===== config.mk =====
export PLATFORM = sky130hd
export DESIGN_NAME = autobaud_rx
export DESIGN_NICKNAME = d
export VERILOG_FILES = /design/src/rtl/abd_pkg.sv /design/src/rtl/abd_sync.sv /design/src/rtl/abd_pulse_timer.sv /design/src/rtl/abd_uart_rx.sv /design/src/rtl/autobaud_rx.sv
export SDC_FILE = /design/constraint.sdc
export NUM_CORES = 1
export LEC_CHECK = 0
export BUFFER_PORTS_ARGS = -buffer_cell sky130_fd_sc_hd__buf_2
export CORE_ASPECT_RATIO = 0.8
export CORE_MARGIN = 2
export CORE_UTILIZATION = 35
export CTS_CLUSTER_DIAMETER = 60
export CTS_CLUSTER_SIZE = 30
export DETAILED_ROUTE_END_ITERATION = 10
export GPL_TIMING_DRIVEN = 0
export PLACE_DENSITY = 0.59
export SLEW_MARGIN = 10
export SYNTH_ARGS = -nofsm -noshare
export SYNTH_HDL_FRONTEND = slang
export SYNTH_SLANG_ARGS = --single-unit

===== constraint.sdc =====
create_clock -name clk -period 130.6 [get_ports clk]
set_input_delay 26.12 -clock clk [delete_from_list [all_inputs] [get_ports clk]]
set_output_delay 26.12 -clock clk [all_outputs]
set_load 0.005 [all_outputs]

===== src/rtl/abd_pkg.sv =====
package abd_pkg;

  typedef enum logic [2:0] {
    RATE_9600  = 3'd0,
    RATE_19200 = 3'd1,
    RATE_28800 = 3'd2,
    RATE_38400 = 3'd3,
    RATE_57600 = 3'd4
  } rate_e;

  typedef enum logic [1:0] {
    ST_IDLE, ST_MEASURE, ST_SYNC, ST_LOCKED
  } mode_e;

  typedef enum logic [1:0] {
    PH_IDLE, PH_START, PH_DATA, PH_STOP
  } rxph_e;

  function automatic int baud_of(rate_e r);
    case (r)
      RATE_19200: return 19200;
      RATE_28800: return 28800;
      RATE_38400: return 38400;
      RATE_57600: return 57600;
      default:    return 9600;
    endcase
  endfunction

  // rounded clk/(ovs*baud) minus one
  function automatic int div_of(rate_e r, int clk_hz, int ovs);
    int d;
    d = ovs * baud_of(r);
    return (clk_hz + d / 2) / d - 1;
  endfunction

  function automatic rate_e rate_from_code(logic [2:0] c);
    if (c <= 3'd4) return rate_e'(c);
    return RATE_9600;
  endfunction

endpackage


===== src/rtl/abd_sync.sv =====
module abd_sync #(
  parameter int STAGES = 2
) (
  input  logic clk,
  input  logic rst_n,
  input  logic rx_i,
  output logic rx_o,
  output logic fall_o,
  output logic rise_o
);
  logic [STAGES-1:0] chain;
  logic              prev;

  always_ff @(posedge clk or negedge rst_n) begin
    if (!rst_n) begin
      chain <= '1;
      prev  <= 1'b1;
    end else begin
      chain <= {chain[STAGES-2:0], rx_i};
      prev  <= chain[STAGES-1];
    end
  end

  assign rx_o   = chain[STAGES-1];
  assign fall_o = prev & ~chain[STAGES-1];
  assign rise_o = ~prev & chain[STAGES-1];
endmodule


===== src/rtl/abd_pulse_timer.sv =====
module abd_pulse_timer
  import abd_pkg::*;
#(
  parameter int CLK_HZ = 12_000_000
) (
  input  logic  clk,
  input  logic  rst_n,
  input  logic  en_i,
  input  logic  fall_i,
  input  logic  rise_i,
  output logic  done_o,
  output logic  ok_o,
  output rate_e rate_o
);
  localparam int CMIN = (CLK_HZ * 10) / (57600 * 11);
  localparam int CMAX = (CLK_HZ * 10) / (9600 * 9);
  localparam int T57  = CLK_HZ / 48000;
  localparam int T38  = CLK_HZ / 33600;
  localparam int T28  = CLK_HZ / 24000;
  localparam int T19  = CLK_HZ / 14400;
  localparam int CW   = $clog2(CMAX + 1);
  localparam logic [CW-1:0] SAT = '1;

  logic [CW-1:0] cnt;
  logic          active;

  function automatic rate_e classify(logic [CW-1:0] c);
    if (c < CW'(T57)) return RATE_57600;
    if (c < CW'(T38)) return RATE_38400;
    if (c < CW'(T28)) return RATE_28800;
    if (c < CW'(T19)) return RATE_19200;
    return RATE_9600;
  endfunction

  always_ff @(posedge clk or negedge rst_n) begin
    if (!rst_n) begin
      cnt    <= '0;
      active <= 1'b0;
      done_o <= 1'b0;
      ok_o   <= 1'b0;
      rate_o <= RATE_9600;
    end else begin
      done_o <= 1'b0;
      if (!en_i) begin
        active <= 1'b0;
      end else if (!active) begin
        if (fall_i) begin
          active <= 1'b1;
          cnt    <= CW'(1);
        end
      end else if (rise_i) begin
        active <= 1'b0;
        done_o <= 1'b1;
        ok_o   <= (cnt >= CW'(CMIN)) && (cnt <= CW'(CMAX));
        rate_o <= classify(cnt);
      end else if (cnt != SAT) begin
        cnt <= cnt + CW'(1);
      end
    end
  end
endmodule


===== src/rtl/abd_uart_rx.sv =====
module abd_uart_rx
  import abd_pkg::*;
#(
  parameter int DIV_W = 8,
  parameter int OVS   = 16
) (
  input  logic             clk,
  input  logic             rst_n,
  input  logic             en_i,
  input  logic [DIV_W-1:0] div_i,
  input  logic             rx_i,
  input  logic             fall_i,
  output logic             vld_o,
  output logic [7:0]       data_o
);
  localparam int BW = DIV_W + $clog2(OVS) + 1;

  rxph_e         ph;
  logic [BW-1:0] cnt;
  logic [BW-1:0] bitlen;
  logic [2:0]    nbit;
  logic [7:0]    sh;

  always_comb bitlen = (BW'(div_i) + BW'(1)) * BW'(OVS);

  always_ff @(posedge clk or negedge rst_n) begin
    if (!rst_n) begin
      ph    <= PH_IDLE;
      cnt   <= '0;
      nbit  <= '0;
      sh    <= '0;
      vld_o <= 1'b0;
    end else begin
      vld_o <= 1'b0;
      if (!en_i) begin
        ph <= PH_IDLE;
      end else if (ph == PH_IDLE) begin
        if (fall_i) begin
          cnt <= (bitlen >> 1) - BW'(1);
          ph  <= PH_START;
        end
      end else if (cnt != '0) begin
        cnt <= cnt - BW'(1);
      end else begin
        cnt <= bitlen - BW'(1);
        case (ph)
          PH_START: begin
            nbit <= '0;
            ph   <= rx_i ? PH_IDLE : PH_DATA;
          end
          PH_DATA: begin
            sh   <= {rx_i, sh[7:1]};
            nbit <= nbit + 3'd1;
            if (nbit == 3'd7) ph <= PH_STOP;
          end
          default: begin
            ph    <= PH_IDLE;
            vld_o <= rx_i;
          end
        endcase
      end
    end
  end

  assign data_o = sh;
endmodule


===== src/rtl/autobaud_rx.sv =====
module autobaud_rx
  import abd_pkg::*;
#(
  parameter int         CLK_HZ      = 12_000_000,
  parameter int         OVS         = 16,
  parameter int         DIV_W       = 8,
  parameter int         SYNC_STAGES = 2,
  parameter int         SYNC_TRIES  = 2,
  parameter logic [7:0] SYNC_BYTE   = 8'h55
) (
  input  logic             clk,
  input  logic             rst_n,
  input  logic             rx_i,
  input  logic             start_i,
  input  logic             stop_i,
  input  logic             force_i,
  input  logic [2:0]       force_rate_i,
  output logic [2:0]       rate_o,
  output logic [DIV_W-1:0] divisor_o,
  output logic             locked_o,
  output logic             m_valid_o,
  input  logic             m_ready_i,
  output logic [7:0]       m_data_o
);
  localparam int TW = $clog2(SYNC_TRIES + 1);

  mode_e          st;
  rate_e          rate_q;
  logic [TW-1:0]  tries;
  logic           rx_s, fall, rise;
  logic           pt_done, pt_ok;
  rate_e          pt_rate;
  logic           rx_vld;
  logic [7:0]     rx_byte;
  logic           rx_en, measuring, relaunch, cmd, accept, flush;

  abd_sync #(.STAGES(SYNC_STAGES)) u_sync (
    .clk(clk), .rst_n(rst_n), .rx_i(rx_i),
    .rx_o(rx_s), .fall_o(fall), .rise_o(rise)
  );

  abd_pulse_timer #(.CLK_HZ(CLK_HZ)) u_timer (
    .clk(clk), .rst_n(rst_n), .en_i(measuring),
    .fall_i(fall), .rise_i(rise),
    .done_o(pt_done), .ok_o(pt_ok), .rate_o(pt_rate)
  );

  abd_uart_rx #(.DIV_W(DIV_W), .OVS(OVS)) u_rx (
    .clk(clk), .rst_n(rst_n), .en_i(rx_en), .div_i(divisor_o),
    .rx_i(rx_s), .fall_i(fall), .vld_o(rx_vld), .data_o(rx_byte)
  );

  always_comb begin
    measuring = (st == ST_MEASURE);
    rx_en     = (st == ST_SYNC) || (st == ST_LOCKED);
    cmd       = force_i | start_i | stop_i;
    relaunch  = !cmd && (st == ST_SYNC) && rx_vld &&
                (rx_byte != SYNC_BYTE) && (tries == TW'(1));
    accept    = !cmd && rx_en && rx_vld && !relaunch;
    flush     = (start_i && !force_i) || relaunch;
    divisor_o = DIV_W'(div_of(rate_q, CLK_HZ, OVS));
  end

  assign rate_o   = rate_q;
  assign locked_o = (st == ST_LOCKED);

  // control state
  always_ff @(posedge clk or negedge rst_n) begin
    if (!rst_n) begin
      st     <= ST_IDLE;
      rate_q <= RATE_9600;
      tries  <= '0;
    end else if (force_i) begin
      st     <= ST_LOCKED;
      rate_q <= rate_from_code(force_rate_i);
    end else if (start_i) begin
      st <= ST_MEASURE;
    end else if (stop_i) begin
      st <= ST_IDLE;
    end else begin
      case (st)
        ST_MEASURE: if (pt_done && pt_ok) begin
          st     <= ST_SYNC;
          rate_q <= pt_rate;
          tries  <= TW'(SYNC_TRIES);
        end
        ST_SYNC: if (rx_vld) begin
          if (rx_byte == SYNC_BYTE) st <= ST_LOCKED;
          else if (relaunch)        st <= ST_MEASURE;
          else                      tries <= tries - TW'(1);
        end
        default: ;
      endcase
    end
  end

  // one-entry output holding register
  always_ff @(posedge clk or negedge rst_n) begin
    if (!rst_n) begin
      m_valid_o <= 1'b0;
      m_data_o  <= '0;
    end else if (flush) begin
      m_valid_o <= 1'b0;
    end else if (accept && (!m_valid_o || m_ready_i)) begin
      m_valid_o <= 1'b1;
      m_data_o  <= rx_byte;
    end else if (m_ready_i) begin
      m_valid_o <= 1'b0;
    end
  end
endmodule


==> results.md, run 1 <==
- The number of hold violations in the final report is 0.
- The clock tree synthesis step divided the H-tree into 3 levels.
- The flow ran to the end, and the final reports show no timing, DRC or antenna violations.
- The worst hold path was traced through 0 stages.
- The cell count after synthesis is roughly 1,600.
- The critical setup path kind is flip-flop to output pin.
- For hold timing, the worst endpoint is u_sync.chain[1].
- At the pin with the least slew margin, the transition time is between 1000 and 1500 ps.
- The required arrival time at the worst endpoint is about 100,000 ps.
- Of all cell types, the one taking the most synthesized area is ha_1.
- The prevailing post-synth register cell is dfrtp_1.
- The antenna violation net count after detailed routing is 0.
- The highest clock rate is 13.9 MHz.
- Input and output buffers added on the ports amount to 29.
- In the layout the commonest cells are nor2_1 (169), nand2_1 (156), ha_1 (131).
- The minimum period implied by the final worst setup slack is between 70,000 and 80,000 ps.
- Across every metal layer, demand over resource in global routing totals a little under a fifth.
- After detailed routing, the average wire length per cell comes to 16.1 µm.
- A synthesized cell averages about 7.4 µm².
- The maximum fanout count along the critical path is 23.
- The area after detailed placement is 0.0126 mm².
- Counting the buffers created by CTS gives 9.
- For this run the aggregate overflow at the end of global routing stands at 0.
- The final critical path takes up a little under three fifths of the cycle.
- Setup repair after global routing left no endpoint under its margin.
- The clock passes through at most 2 buffers.
- The maximum number of pins on one net before global-route repair is 64.
- STA classifies the critical path startpoint as a flip-flop.
- The post-synthesis share of cell area spent on xor and xnor gates is ~7.4%.
- The number of warnings printed during yosys synthesis is 0.
- The number of antenna violations at the first check in global routing is 0.
- Counting flops with an async set or reset pin after synthesis yields a share of 100%.
- In this design, the stage delay of the slowest critical-path cell is 1030 ps.
- The number of enable flip-flop cells after synthesis is 0.
- The setup TNS is 0 ps.
- After Yosys synthesis, full adders, half adders and majority gates account for between 10 and 15% of the synthesized area.
- Clock-pin slew was measured on the worst setup and hold paths at approximately 50 ps.
- The worst clock skew on the final layout is approximately 6.1 ps.
- In the routed design, unresolved DRC markers number 0.
- In this run, post-CTS hold repair placed 0 buffers.
- In the final layout, the share of cells above drive strength 1 is 9.99%.
- After synthesis, the largest family of logic cells by area is compound AO/OA/AOI/OAI gates.
- Post-CTS timing repair inserted 0 buffers for setup.
- The netlist uses approximately 120 different library cells.
- STA classifies the critical path endpoint as an output pin.
- In the final layout, flip-flops and latches occupy about 0.0016 mm².
- Once the floorplan was initialized, standard cells occupied around a third of the core.
- The height of the die is approximately 170 µm.
- By area the synthesized netlist is led by ha_1 (14%), dfrtp_1 (13%), nor2_1 (5.4%).
- The design area is between 0.01 and 0.015 mm².
- The number of max-cap violations is 0.
- The number of gates resized after cts is 0.
- The aggregate routed wire length is between 30,000 and 40,000 µm.
- In this run the biggest area consumer among cell types represents roughly 14% of the synthesized area.
- The first global-routing pass estimated 56,200 µm of wire.
- Multiplexer cells account for roughly 4.1% of the synthesized area.
- The latest clock arrival within the worst-skew pair is between 300 and 400 ps.
- By instance count, the cell type seen most on the critical path is o21a_1.
- The flop and latch count out of synthesis is 63.
- The setup slack of the worst register-to-register path is approximately 84,000 ps.
- The clock net in this run drives a total of 63 sinks.
- The number of endpoints failing setup at the final stage is 0.
- The number of inserted diodes is 0.
- For this block, the initial DRC count from the detailed router was about 840.
- The synthesized netlist devotes a little over a quarter of its cell area to simple gates.
- The net total in the final layout is 1,778.
- The cell area after technology mapping is about 0.012 mm².
- TritonCTS built the clock tree.
- The total iterations of the first detailed-routing run is 5.
- The number of global-route vias before repair is 11,000.
- The worst register-to-register path begins at rate_o[0].
- The layout filler cell count is between 3,000 and 4,000.
- The headroom to the max-slew limit is between 10 and 15%.
- The slowest stage of the critical path belongs to the cell o41ai_1.
- From left edge to right edge, the die measures 209 µm.
- Detailed placement ended at an HPWL of 26,700 µm.
- The count of boundary I/O pins is 31.
- The via count of the routed design is 11,900.
- The root buffer selected by CTS is clkbuf_16.
- The part of the Yosys area used for sequential elements is between 10% and 20%.
- The routability-driven placement congestion ratio is about 0.86.
- The arrival time of data at the critical path endpoint is roughly 46,000 ps.
- In this run the most critical hold path is launched from u_sync.chain[0].
- The full die area is 0.0351 mm².
- The end of the worst register-to-register path is u_rx.cnt[12].
- The most common cell after layout, fill and taps aside is nor2_1.
- The area occupied by multi-input gates is about 0.01 mm².
- After detailed routing, the number of vias per cell comes to roughly 5.7.
- The synthesized netlist devotes 30.9% of its cell area to compound gates.
- The placeable core region is approximately 0.033 mm².
- The number of placement rows is 60.
- The path depth of the worst reg2reg path is approximately 180.
- The class of the tightest hold or removal check is flip-flop to flip-flop.
- The worst hold margin is 356 ps.
- The area growth from synthesis to layout is 9.24%.
- The final count of pins violating max slew came to 0.
-- how the worst max path moves through the flow --
stage / slack [ps] / cells after the start / startpoint / endpoint
global route: 54700 / 180 / rate_o[0] / divisor_o[6]
CTS: 59160 / 179 / rate_o[0] / divisor_o[6]
detailed placement: 59790 / 178 / rate_o[0] / divisor_o[6]
global placement: 59790 / 179 / rate_o[0] / divisor_o[6]
finish: 58460 / 176 / rate_o[0] / divisor_o[6]
floorplan: 68930 / 178 / rate_o[1] / divisor_o[6]
-- metrics by stage --
step | utilization, % | setup slack [ps] | std cells
3_5_place_dp | 37.7 | 59790 | 2060
5_1_grt | 38.6 | 54700 | 2076
6_report | 38.6 | 58460 | 2076
2_1_floorplan | - | 68930 | 1594
3_3_place_gp | 37.5 | 59790 | 2057
4_1_cts | 38.6 | 59160 | 2076
-- worst max-delay path: cells and delay by family (launching register included) --
kind                     cells  cell delay, ps
AO/OA/AOI/OAI               87           20630
XOR/XNOR                     1             250
adder cells (fa/ha/maj)     16            5110
buffers and inverters       22            6660
flip-flops                   1             410
multiplexers                 5            1450
AND/OR/NAND/NOR             45           11060
-- routing by layer --
metal | track usage [%] | vias up | share of wire (%)
li1 | - | 6037 | -
met1 | 28.9 | 5571 | 53
met2 | 29.3 | 282 | 41
met3 | 2.03 | 14 | 5.3
met4 | 2.70 | 0 | 0.64
met5 | 0 | - | 0
-- sequential cells by signal (all words and copies together) (netlist names), 3 cells and up --
register / flops
u_rx.cnt: 13
u_timer.cnt: 11
m_data_o: 8
u_rx.data_o: 8
rate_o: 3
u_rx.nbit: 3
u_timer.rate_o: 3
-- synth_stat cells (22+ instances only) --
cell type / count
xnor2_1: 65
a21o_1: 33
o21a_1: 41
nand3_1: 42
nor3_1: 56
o21ai_0: 104
inv_1: 51
o31ai_1: 24
a21oi_1: 103
a31oi_1: 31
xor2_1: 35
nand2_1: 156
nand4_1: 22
ha_1: 131
nor2_1: 169
dfrtp_1: 60
nand2b_1: 25
clkbuf_1: 31
-- kinds of logic after synthesis --
kind of cell	Yosys count
muxes	44
other	2
adders and majority gates	133
buffers and inverters	106
DFF	63
and+or+nand+nor	615
xor gates and xnor gates	100
AOI/OAI and AO/OA	520
-- cell type report --
type	count	share of cell area, %
Multi-Input combinational cell	1425	76.2
Sequential cell	63	12.3
Tap cell	434	4.22
Clock buffer	13	2.18
Buffer	50	1.75
Inverter	56	1.67
Timing Repair Buffer	32	1.54
Clock inverter	3	0.117
Power of run 1 is not shown: default switching activity piles up to over one toggle a cycle in this logic, so the estimate is an artifact.
==> run 2: changes to the inputs <==
--- a/config.mk
+++ b/config.mk
@@ -13,7 +13,7 @@
 export CTS_CLUSTER_SIZE = 30
 export DETAILED_ROUTE_END_ITERATION = 10
 export GPL_TIMING_DRIVEN = 0
-export PLACE_DENSITY = 0.59
+export PLACE_DENSITY = 0.61
 export SLEW_MARGIN = 10
 export SYNTH_ARGS = -nofsm -noshare
 export SYNTH_HDL_FRONTEND = slang
==> constraint.sdc (replaced) <==
create_clock -name clk -period 60.9 [get_ports clk]
set_input_delay 12.18 -clock clk [delete_from_list [all_inputs] [get_ports clk]]
set_output_delay 12.18 -clock clk [all_outputs]
set_load 0.005 [all_outputs]
==> results.md, run 2 (synthesized netlist as in run 1, its figures left out) <==
- The run finished with clean final reports.
- The pre-antenna-repair detailed-routing pass consisted of 7 iterations.
- Data on the critical path is required at its endpoint by just under 50,000 ps.
- Among cell families on the critical path, the largest total delay comes from compound AO/OA/AOI/OAI gates.
- Based on the critical path, the design can be clocked at up to between 15 and 20 MHz.
- The global-route total usage across every layer is slightly below 20%.
- The die covers 0.0351 mm².
- The placeable core region is between 0.03 and 0.04 mm².
- The routed design uses around 14,000 µm of met2 wire.
- The clock-pin transition on the worst setup and hold timing paths is approximately 50 ps.
- The class of the tightest hold or removal check is flip-flop to flip-flop.
- The endpoint of the worst hold path is u_sync.chain[1].
- After layout, the worst path uses ~93% of the clock period.
- From bottom edge to top edge, the die measures ~170 µm.
- The worst hold path was traced through 0 stages.
- The post-detailed-route DRC marker count is 0.
- The routability-driven placement congestion ratio is just under 0.9.
- The register with the most flip-flops in the layout has 13 of them.
- The number of antenna violations at the first check in global routing was 0.
- From synthesis to final layout, the design area changed by 9.58%.
- The end of the worst register-to-register path is u_rx.cnt[11].
- The violation count after the first detailed-route iteration is between 800 and 900.
- For the final routed database, the setup TNS stands at 0 ps.
- The minimum period implied by the final worst setup slack is approximately 57,000 ps.
- The clock tree from TritonCTS is done.
- The maximum fanout count along the critical path is 14.
- The number of max-cap violations is 0.
- The startpoint identified for the worst hold timing path is u_sync.chain[0].
- The share of cells above drive strength 1 is between 10% and 20%.
- The library cells used most frequently in the layout, excluding fill and tap cells, are nor2_1 (169), nand2_1 (154), ha_1 (131).
- The setup slack of the worst register-to-register path is about 15,000 ps.
- The count of boundary I/O pins is 31.
- The largest individual stage delay along the critical path comes from the cell nor4_4.
- Leaving out fill and tap cells, the most frequent cell in the layout is nor2_1.
- The highest layer touched by signal routing is met4.
- The average vias per placed instance is roughly 5.8.
- For this block, wires on met1 add up to 17,300 µm.
- The worst setup path is captured at an output pin.
- The initial utilization of the core area, before any placement, comes to a little over a third.
- The headroom to the max-slew limit is 37.0%.
- The tree is rooted in a clkbuf_16.
- The first-pass GRT wire length is 56,800 µm.
- The number of hold violations in the final report came to 0.
- On the worst path, the slowest cell contributes a delay of between 600 and 700 ps.
- After global routing the overflow that remains totals 0.
- The net total in the final layout is between 1,500 and 2,000.
- The number of placement rows is 60.
- The worst setup path is launched from a flip-flop.
- In this run the critical register-to-register path is launched from rate_o[0].
- The number of global-route vias before repair is around 11,000.
- The number of inserted diodes is 0.
- The latest clock arrival within the worst-skew pair is about 330 ps.
- At the worst endpoint, the arrival time is 44,680 ps.
- In the final routed layout, each cell accounts on average for approximately 16 µm.
- The aggregate routed wire length is 33,600 µm.
- Setup violations remaining at the end of the flow were counted as 0.
- For the worst flop-to-flop path, the logic depth is roughly 180.
- The critical setup path kind is flip-flop to output pin.
- In the final layout, the registers with the most flip-flops are u_rx.cnt: 13 flops, u_timer.cnt: 11 flops.
- In the detailed route, the total length drawn on met3 is slightly below 2000 µm.
- Once detail routing completed, the nets flagged for antenna violations numbered 0.
- For the pin with the worst max-slew slack, the measured transition is 943 ps.
- The quantity of I/O buffers inserted on ports is 29.
- The number of buffer and inverter stages on the critical path is 23.
- The cell that appears most often on the critical path is o21a_1.
- CTS built an H-tree with a depth of 3.
- Buffers inserted to repair hold after CTS numbered 0.
- Entering global routing, the biggest net connects 64 pins.
- No sink is reached through more buffers than the 2 on the longest clock path.
- The final count of pins violating max slew is 0.
- The worst clock skew on the final layout is approximately 4.6 ps.
- The register containing the most flip-flops in the final layout is u_rx.cnt.
- The via count of the routed design is 12,000.
- The die is around 210 µm wide.
- The sum of net half-perimeters after detailed placement is 26,500 µm.
- Counting every sink on the clock net gives 63.
- Setup repair after global routing left no endpoint under its margin.
- The total CTS buffers is 9.
[run 2: cell count changes in the layout (fill, tap and decap cells not counted), moves of 2 or more]
cell / change
bufinv_16: +3
clkbuf_8: -3
nand2_2: +2
nand2_1: -2
[run 2: worst register-to-register path, delay by kind of cell (launching register included)]
kind | cells | cell delay, ps
AND/OR/NAND/NOR | 47 | 10150
buffers and inverters | 22 | 6830
XOR/XNOR | 1 | 200
AO/OA/AOI/OAI | 93 | 21410
multiplexers | 5 | 1420
adder cells (fa/ha/maj) | 16 | 5170
flip-flops | 1 | 380
[run 2: repair_timing]
action / 4_1_cts / 5_1_grt
resized for setup: 0 / 5
endpoints found under the setup margin: 0 / 4
setup buffers: 0 / 0
[run 2: how the worst max path moves through the flow]
stage,startpoint,endpoint,slack [ps],depth (start not counted)
finish,rate_o[0],divisor_o[6],4040,178
global route,rate_o[0],divisor_o[6],210,181
CTS,rate_o[0],divisor_o[6],3460,179
detailed placement,rate_o[0],divisor_o[6],4130,177
global placement,rate_o[0],divisor_o[6],4130,178
floorplan,rate_o[1],divisor_o[6],13170,178
[run 2: layout make-up]
cell class | count | area, µm²
Buffer | 50 | 225
Fill cell | 3445 | 20400
Sequential cell | 63 | 1580
Multi-Input combinational cell | 1425 | 9830
Clock inverter | 6 | 108
Timing Repair Buffer | 30 | 155
Tap cell | 434 | 543
Clock buffer | 10 | 239
Inverter | 56 | 215
[run 2: routing by layer]
metal  global-route usage [%]  vias to the layer above
li1                         -                     6038
met1                     28.7                     5638
met2                     29.7                      323
met3                     2.00                       21
met4                     4.01                        0
met5                        0                        -
[run 2: per-stage QoR]
step | setup WS, ps | std cells | hold slack [ps] | utilization, % | area [µm²]
5_1_grt | 211 | 2074 | 362 | 38.7 | 12900
4_1_cts | 3460 | 2074 | 355 | 38.6 | 12900
3_3_place_gp | 4130 | 2057 | 346 | 37.5 | 12500
2_1_floorplan | 13170 | 1594 | 345 | - | 11800
6_report | 4040 | 2074 | 354 | 38.7 | 12900
3_5_place_dp | 4130 | 2058 | 347 | 37.6 | 12500
Power of run 2 is left out for the same reason.
==> run 3: changes to the inputs <==
--- a/config.mk
+++ b/config.mk
@@ -14,6 +14,7 @@
 export DETAILED_ROUTE_END_ITERATION = 10
 export GPL_TIMING_DRIVEN = 0
 export PLACE_DENSITY = 0.61
+export RECOVER_POWER = 100
 export SLEW_MARGIN = 10
 export SYNTH_ARGS = -nofsm -noshare
 export SYNTH_HDL_FRONTEND = slang
==> results.md, run 3 (synthesized netlist as in run 1, its figures left out) <==
- Setup repair after global routing left no endpoint under its margin.
- The total iterations of the first detailed-routing run is 7.
- The H-tree depth is 3.
- The run finished, with violations left.
- The placeable core region is around 0.033 mm².
- The sum of net half-perimeters after detailed placement is roughly 27,000 µm.
- The post-detailed-route DRC marker count is 0.
- The clock sink total is 63.
- The slew at the pin with the worst max-slew slack is 3370 ps.
- At the placement stage, the worst setup path has a slack of around 4100 ps.
- The setup TNS is 0 ps.
- The die covers roughly 0.035 mm².
- TritonCTS built the clock tree.
- The first routing iteration left 884 violations.
- The count of hold buffers inserted by post-cts repair is 0.
- The net count of the finished layout is between 1,500 and 2,000.
- The slowest stage of the critical path belongs to the cell nor4_4.
- The worst clock skew on the final layout is 5.00 ps.
- Setup violations remaining at the end of the flow were counted as 0.
- The wire length per cell is about 16 µm.
- The number of global-route vias before repair is about 11,000.
- The highest clock rate is approximately 18 MHz.
- The global-route total usage across every layer is 19.2%.
- Compared with the post-synthesis result, the final layout area differs by 9.33%.
- The routability-driven placement congestion ratio is roughly 0.86.
- The tightest hold path in the finished design has a slack of about 360 ps.
- The critical setup path kind is flip-flop to output pin.
- The tool flagged a number of max-cap violations equal to 1.
- The maximum fanout count along the critical path is 14.
- The smallest setup slack after layout is around 4000 ps.
- The total grt overflow is 0.
- The clock-pin transition on the worst setup and hold timing paths is 50 ps.
- The post-route core utilization is 38.6%.
- The latest clock arrival within the worst-skew pair is roughly 330 ps.
- The delay of the slowest cell on the worst path is just under 700 ps.
- In this run the core area contains 60 standard-cell rows.
- The kind of end point of the critical path is an output pin.
- The headroom to the max-slew limit is -125%.
- Leaving out fill and tap cells, the most frequent cells in the layout are nor2_1 (169), nand2_1 (154), ha_1 (131).
- The final count of pins violating max slew came to 64.
- The most used cell along the critical path is o21a_1.
- For the worst setup path, the data arrival time is about 45,000 ps.
- In this run the count of I/O pins placed on the die edge is 31.
- Wires add up to 33,600 µm.
- For the worst setup path, the data required time is 48,720 ps.
- The total CTS buffers is 9.
- Ranked by flip-flop count, first place goes to u_rx.cnt.
- The largest registers in the layout are u_rx.cnt: 13 flops, u_timer.cnt: 11 flops.
- For this configuration, the core starts out at a cell density of 35.3%.
- The root buffer selected by CTS is clkbuf_16.
- The number of hold violations in the final report is 0.
- Of the cells placed in the final design, the portion with a size suffix greater than 1 is 9.45%.
- The via count of the routed design is between 10,000 and 15,000.
- The min-delay analysis places its worst path in the category flip-flop to flip-flop.
- The critical path launch point type is a flip-flop.
- The number of antenna violations at the first check in global routing is 0.
- The maximum number of pins on one net before global-route repair is between 60 and 70.
- The number of buffer and inverter stages on the critical path is 23.
- The die extent in x is 209 µm.
- The minimum period implied by the final worst setup slack is about 57,000 ps.
- The repair_antennas step left the layout with diodes totalling 0.
- The worst path uses between 90% and 100% of the clock period.
- Among cell families on the critical path, the largest total delay comes from compound AO/OA/AOI/OAI gates.
- The average vias per placed instance is just under 6.
- The most common cell after layout, fill and taps aside is nor2_1.
- The first-pass GRT wire length is about 57,000 µm.
- From bottom edge to top edge, the die measures 168 µm.
- Port buffering added 29 buffers.
- The antenna violation net count after detailed routing is 0.
- The number of flip-flops in the largest register is 13.
- The final reports fail on max-capacitance violations, max-slew violations.
- In this run the deepest clock path goes through 2 buffers.
==> run 3: path summary, 6_finish.rpt <==
check                                 from         endpoint  slack, ps  cells past startpoint
hold / removal             u_sync.chain[0]  u_sync.chain[1]        360                      0
setup / recovery                 rate_o[0]     divisor_o[6]       3910                    178
max in group asynchronous            rst_n   u_timer.cnt[5]      46010                      1
min in group asynchronous            rst_n      u_rx.cnt[4]      12970                      1
hold reg to reg            u_sync.chain[0]  u_sync.chain[1]        360                      0
setup reg to reg                 rate_o[0]     u_rx.cnt[11]      14820                    184
==> run 3: area by class of cell <==
cell class                      instances  area [µm²]
Fill cell                            3460       20500
Tap cell                              434         543
Clock inverter                          6         108
Sequential cell                        63        1580
Buffer                                 50         224
Multi-Input combinational cell       1425        9820
Clock buffer                           10         239
Inverter                               56         215
Timing Repair Buffer                   30         139
==> run 3: through the flow <==
step	std cells	area [µm²]
2_1_floorplan	1594	11800
4_1_cts	2074	12900
6_report	2074	12900
3_3_place_gp	2057	12500
5_1_grt	2074	12900
3_5_place_dp	2058	12500
==> run 3: metal layers <==
metal,vias up,global-route usage (%),routed length [µm]
li1,6034,-,-
met1,5653,28.7,17300
met2,340,29.7,13900
met3,27,2.00,1970
met4,0,4.01,382
met5,-,0,0
==> run 3: what timing repair did <==
| action | 4_1_cts | 5_1_grt |
|---|---|---|
| resized for setup | 0 | 5 |
| hold endpoints to repair | 0 | 0 |
| setup endpoints to repair | 0 | 4 |
| setup buffers | 0 | 0 |
Power of run 3 is left out for the same reason.
